## src/rtl/sar_delta_pkg.sv

```systemverilog
package sar_delta_pkg;

    typedef enum logic [1:0] {
        ST_IDLE,
        ST_WLO,
        ST_WHI,
        ST_BIT
    } sar_state_e;

    typedef struct packed {
        logic full;
        logic last;
    } sar_flags_t;

endpackage

```

## src/rtl/sar_keep_reg.sv

```systemverilog
module sar_keep_reg #(
    parameter int KEEP_W = 5
) (
    input  logic              clk,
    input  logic              rst,
    input  logic              load,
    input  logic [KEEP_W-1:0] din,
    output logic [KEEP_W-1:0] keep_q,
    output logic              valid_q
);
    always_ff @(posedge clk) begin
        if (rst) begin
            keep_q  <= '0;
            valid_q <= 1'b0;
        end else if (load) begin
            keep_q  <= din;
            valid_q <= 1'b1;
        end
    end


    keep_follow_chk: assert property (@(posedge clk) disable iff (rst)
        load |=> (keep_q == $past(din)) && valid_q);
endmodule

```

## src/rtl/sar_window.sv

```systemverilog
module sar_window #(
    parameter int RES_W  = 10,
    parameter int KEEP_W = 5
) (
    input  logic [KEEP_W-1:0] keep,
    output logic [RES_W-1:0]  lo_code,
    output logic [RES_W-1:0]  hi_code,
    output logic              hi_valid
);
    localparam int LOW_W = RES_W - KEEP_W;

    logic [KEEP_W-1:0] keep_inc;

    always_comb begin
        keep_inc = keep + KEEP_W'(1);
        lo_code  = {keep, {LOW_W{1'b0}}};
        hi_code  = {keep_inc, {LOW_W{1'b0}}};
        hi_valid = ~(&keep);
    end
endmodule

```

## src/rtl/delta_sar_ctrl.sv

```systemverilog
module delta_sar_ctrl
    import sar_delta_pkg::*;
#(
    parameter int RES_W  = 10,
    parameter int KEEP_W = 5,
    localparam int CNT_W = $clog2(RES_W + 3)
) (
    input  logic             clk,
    input  logic             rst,
    input  logic             start,
    input  logic             frame_start,
    input  logic             cmp_hi,
    output logic [RES_W-1:0] dac_code,
    output logic             busy,
    output logic             done,
    output logic [RES_W-1:0] result,
    output logic [CNT_W-1:0] steps
);
    localparam int LOW_W = RES_W - KEEP_W;
    localparam int IDX_W = $clog2(RES_W);

    sar_state_e        state_q;
    sar_flags_t        flg;
    logic [RES_W-1:0]  acc_q;
    logic [RES_W-1:0]  trial;
    logic [RES_W-1:0]  final_code;
    logic [IDX_W-1:0]  idx_q;
    logic [CNT_W-1:0]  steps_q;
    logic [RES_W-1:0]  res_q;
    logic              done_q;
    logic              full_q;
    logic [KEEP_W-1:0] keep_q;
    logic              keep_valid;
    logic [RES_W-1:0]  lo_code;
    logic [RES_W-1:0]  hi_code;
    logic              hi_valid;

    sar_window #(.RES_W(RES_W), .KEEP_W(KEEP_W)) u_win (
        .keep     (keep_q),
        .lo_code  (lo_code),
        .hi_code  (hi_code),
        .hi_valid (hi_valid)
    );

    always_comb begin
        trial      = acc_q | ({{(RES_W-1){1'b0}}, 1'b1} << idx_q);
        final_code = cmp_hi ? trial : acc_q;
        flg.full   = full_q;
        flg.last   = (state_q == ST_BIT) && (idx_q == '0);
    end

    sar_keep_reg #(.KEEP_W(KEEP_W)) u_keep (
        .clk     (clk),
        .rst     (rst),
        .load    (flg.last),
        .din     (final_code[RES_W-1:LOW_W]),
        .keep_q  (keep_q),
        .valid_q (keep_valid)
    );

    always_comb begin
        case (state_q)
            ST_WLO:  dac_code = lo_code;
            ST_WHI:  dac_code = hi_code;
            ST_BIT:  dac_code = trial;
            default: dac_code = acc_q;
        endcase
    end

    always_ff @(posedge clk) begin
        if (rst) begin
            state_q <= ST_IDLE;
            acc_q   <= '0;
            idx_q   <= '0;
            steps_q <= '0;
            res_q   <= '0;
            done_q  <= 1'b0;
            full_q  <= 1'b0;
        end else begin
            done_q <= 1'b0;
            case (state_q)
                ST_IDLE: begin
                    if (start) begin
                        steps_q <= '0;
                        if (frame_start || !keep_valid) begin
                            state_q <= ST_BIT;
                            full_q  <= 1'b1;
                            acc_q   <= '0;
                            idx_q   <= IDX_W'(RES_W - 1);
                        end else begin
                            state_q <= ST_WLO;
                            full_q  <= 1'b0;
                        end
                    end
                end
                ST_WLO: begin
                    steps_q <= steps_q + CNT_W'(1);
                    if (!cmp_hi) begin
                        state_q <= ST_BIT;
                        full_q  <= 1'b1;
                        acc_q   <= '0;
                        idx_q   <= IDX_W'(RES_W - 1);
                    end else if (hi_valid) begin
                        state_q <= ST_WHI;
                    end else begin
                        state_q <= ST_BIT;
                        acc_q   <= lo_code;
                        idx_q   <= IDX_W'(LOW_W - 1);
                    end
                end
                ST_WHI: begin
                    steps_q <= steps_q + CNT_W'(1);
                    state_q <= ST_BIT;
                    if (cmp_hi) begin
                        full_q <= 1'b1;
                        acc_q  <= '0;
                        idx_q  <= IDX_W'(RES_W - 1);
                    end else begin
                        acc_q <= lo_code;
                        idx_q <= IDX_W'(LOW_W - 1);
                    end
                end
                default: begin
                    steps_q <= steps_q + CNT_W'(1);
                    acc_q   <= final_code;
                    if (flg.last) begin
                        state_q <= ST_IDLE;
                        done_q  <= 1'b1;
                        res_q   <= final_code;
                    end else begin
                        idx_q <= idx_q - IDX_W'(1);
                    end
                end
            endcase
        end
    end

    assign busy   = (state_q != ST_IDLE);
    assign done   = done_q;
    assign result = res_q;
    assign steps  = steps_q;


    done_pulse_chk: assert property (@(posedge clk) disable iff (rst)
        done |=> !done);


    done_idle_chk: assert property (@(posedge clk) disable iff (rst)
        done |-> !busy);


    frame_msb_chk: assert property (@(posedge clk) disable iff (rst)
        (!busy && start && frame_start) |=> (dac_code == {1'b1, {(RES_W-1){1'b0}}}));


    busy_start_chk: assert property (@(posedge clk) disable iff (rst)
        (busy && start) |=> (busy || done));


    delta_keep_chk: assert property (@(posedge clk) disable iff (rst)
        (state_q == ST_BIT && !flg.full) |-> (dac_code[RES_W-1:LOW_W] == keep_q));


    steps_range_chk: assert property (@(posedge clk) disable iff (rst)
        done |-> (steps >= CNT_W'(LOW_W + 1)) && (steps <= CNT_W'(RES_W + 2)));
endmodule

```

## config.mk

```make
export PLATFORM = sky130hd
export DESIGN_NAME = delta_sar_ctrl
export DESIGN_NICKNAME = d
export VERILOG_FILES = /design/src/rtl/sar_delta_pkg.sv /design/src/rtl/sar_keep_reg.sv /design/src/rtl/sar_window.sv /design/src/rtl/delta_sar_ctrl.sv
export SDC_FILE = /design/constraint.sdc
export NUM_CORES = 1
export LEC_CHECK = 0
export ABC_AREA = 1
export CORE_MARGIN = 3
export CORE_UTILIZATION = 50
export CTS_CLUSTER_SIZE = 12
export DETAILED_ROUTE_END_ITERATION = 12
export DONT_BUFFER_PORTS = 1
export PLACE_DENSITY = 0.63
export SYNTH_ARGS = -nofsm -noshare
export SYNTH_HDL_FRONTEND = slang
export SYNTH_SLANG_ARGS = --single-unit
```

## constraint.sdc

```tcl
create_clock -name clk -period 1.99 [get_ports clk]
set_clock_uncertainty 0.15 [all_clocks]
set_input_delay 0.199 -clock clk [delete_from_list [all_inputs] [get_ports clk]]
set_output_delay 0.199 -clock clk [all_outputs]
set_load 0.02 [all_outputs]
```

==> out/summary.txt <==
crit path launch type = register
# Max-Cap Violations = 0
final setup violation count = 1
Clk network pwr share = 18.5%
Peak Freq = 494 MHz
final worst setup slack = -34.3 ps
CTS tree = built
Gate Count Post-Synth = 317
largest area contributor in the netlist = dfxtp_1
P per Cell Area = 1330 nW/um^2
ant diodes = 0
largest net degree at the start of global routing = 22
Initial Util = 53.7%
initial antenna violation count = 0
Internal Power = 1900 uW
Yosys top cell area share = 33.3%
RSZ-0062 raised after global routing = yes
antenna-violating nets left = 0
Synth-to-Final Area Change = 18.4%
register area = 757 um^2
gpl congestion = 0.870
Post-synth EDFFs = 0
total power = 3490 uW
Synth cell types = 33
HP Class = in2reg
highest routed layer = met4
First DRT Iteration DRCs = 133
Seq cells post-synth = 37
worst hold stages = 3
grt ovf = 0
die height = 72.7 um
post-layout util = 63.5%
total wire length = 5770 um
multi-input combinational cell area = 1350 um^2
Crit Reg-Reg Endpoint = acc_q[9]$_SDFFE_PP0P_
Worst R2R Path Depth = 11
Tightest Pin Transition = 631 ps
Row Count = 23
Port Buffers = 0
Worst Setup Path Type = reg2out
failing checks = negative setup slack
vias in the first global route = 1978
# fillers = 391
Req. time, crit path = 1640 ps
CTS root buf = clkbuf_8
Sw Share = 45.6%
top cells by count, synth = nand2_1 (68), dfxtp_1 (37), nor2_1 (37), a21oi_1 (36), inv_1 (30)
run status = finished, violations left
CTS Sinks = 37
final std cells w/o fill = 387
syn avg cell area = 7.01 um^2
htree depth = 2
synth top area cells = dfxtp_1 (33%), nand2_1 (11%), a21oi_1 (8.1%), ha_1 (6.8%), nor2_1 (6.2%)
Tmin final = 2020 ps
final routed DRC violation total = 0
Final #Nets = 354
Logic pwr share = 51.4%
WHS Endpoint = steps[0]$_SDFFE_PP0N_
setup_tns = -34.3 ps
Leak = 0.00108 uW
clk slew on worst S/H paths = 80 ps
Boundary Pins = 31
YS warnings = 0
DR pass1 iterations = 4
vias = 2145
Skew-Pair Late Insertion Delay = 300 ps
die width = 72.7 um
ratio of cells with drive above 1 in the final layout = 23.1%
Placed Cells = 374
Critical Path End Type = output port
die area = 5280 um^2
maximum VDD drop = 616 uV
hpwl dp = 3890 um
final worst path period share = 102%
Hold Vio Cnt, Final = 0
metal2 WL = 2680 um
M1 wire length = 2700 um
flop-to-flop setup slack = 150 ps
HP Start = start
most common cell in the netlist = nand2_1
CORE AREA = 4140 um^2
total CTS buffers = 5
most used flip-flop cell after synthesis = dfxtp_1
final count of pins violating max slew = 0
Total Routing Usage GR = 22.8%
CTS max path bufs = 2
syn_nets = 334
WP data arrival = 1680 ps
Net Sw Power = 1590 uW
met3 WL = 258 um
first-pass GRT wire length = 9430 um
sequential area share after synthesis = 33.3%
synthesized area = 2220 um^2
drt wl/cell = 14.9 um
Slew headroom = 57.9%
crit-path max FO = 2
ys async rst share = 0%
Vias/cell = 5.54
sequential share of power = 30.1%
R2R Path Start = u_keep.keep_q[0]$_SDFFE_PP0P_
sequential cells by signal, indices dropped and copies added, names as in the netlist:
register and count:
state_q 2, done 1, u_keep.keep_q 5, result 10
idx_q 4, u_keep.valid_q 1, acc_q 10, steps 4
cells by family after synthesis:
family | share of synthesized area [%]
XOR/XNOR | 0.394
AO/OA/AOI/OAI | 18.8
adder cells (fa/ha/maj) | 6.75
flip-flops | 33.3
AND/OR/NAND/NOR | 30.2
buffers and inverters | 10.6
repair_timing:
action,CTS,global route
hold endpoints to repair,20,0
buffers inserted,2,1
pin swaps,6,6
endpoints found under the setup margin,10,8
hold buffers,3,0
gates resized for setup,21,20
through the flow:
stage | setup slack, ps | cell area [um^2] | hold slack [ps]
finish | -34.3 | 2630 | 20.3
global route | -107 | 2630 | 31.2
CTS | -74.5 | 2560 | 15.3
detailed placement | 49.8 | 2350 | 122
global placement | 97.5 | 2350 | 121
floorplan | 105 | 2220 | 226
power by group through the flow:
stage               registers (uW)  clock network [uW]  logic (uW)
floorplan                      981                   0        1220
global placement              1030                   0        1570
detailed placement            1030                   0        1570
CTS                           1030                 653        1710
global route                  1070                 686        1970
finish                        1050                 646        1800
area by class of cell:
type                       count  area share, %
sequential                    37           28.8
timing repair buffer          28           8.41
multi-input combinational    230           51.4
clock inverter                 2           1.33
tap                           50           2.38
inverter                      35           5.09
clock buffer                   5           2.61
worst max-delay path, cell delays in order, from the launching register on:
cell and delay (ps):
dfxtp_2 360, ha_4 140, nand2_2 50, nor2_2 90, ha_1 230, a22o_1 210, a21oi_2 110, a21oi_2 50
buf_6 130
layout by cell type, fill, tap and decap left out, types with 2 or more instances in the layout:
cell / count
dfxtp_1: 30
nor2_2: 2
nand3_1: 21
a21oi_1: 33
dfxtp_2: 4
o21ai_1: 6
nor2_8: 2
o21ai_0: 18
nand2_2: 4
buf_4: 24
nand4_1: 5
ha_1: 4
clkbuf_8: 5
a21oi_2: 4
inv_1: 25
ha_4: 5
nand2_1: 66
dlygate4sd3_1: 3
o211ai_1: 2
ha_2: 3
nor2_1: 35
nand3_2: 2
a31oi_1: 5
dfxtp_4: 3
inv_2: 9
per-layer routing:
metal  track usage, %  vias to the layer above
met4             7.99                        0
li1                 -                     1078
met5                0                        -
met2             35.7                       57
met3             5.23                       20
met1             30.7                      990
worst max-delay path by stage:
stage	startpoint	to	slack, ps	depth (start not counted)
after CTS	u_keep.keep_q[1]$_SDFFE_PP0P_	dac_code[9]	-70	8
final	u_keep.keep_q[0]$_SDFFE_PP0P_	dac_code[9]	-30	8
after floorplan	state_q[0]$_SDFFE_PP0P_	dac_code[1]	100	7
after detailed placement	u_keep.keep_q[1]$_SDFFE_PP0P_	idx_q[3]$_SDFFE_PP0P_	50	12
after global routing	u_keep.keep_q[0]$_SDFFE_PP0P_	dac_code[9]	-110	8
after global placement	u_keep.keep_q[1]$_SDFFE_PP0P_	idx_q[3]$_SDFFE_PP0P_	100	11
Power figures use the tool's default switching activity.
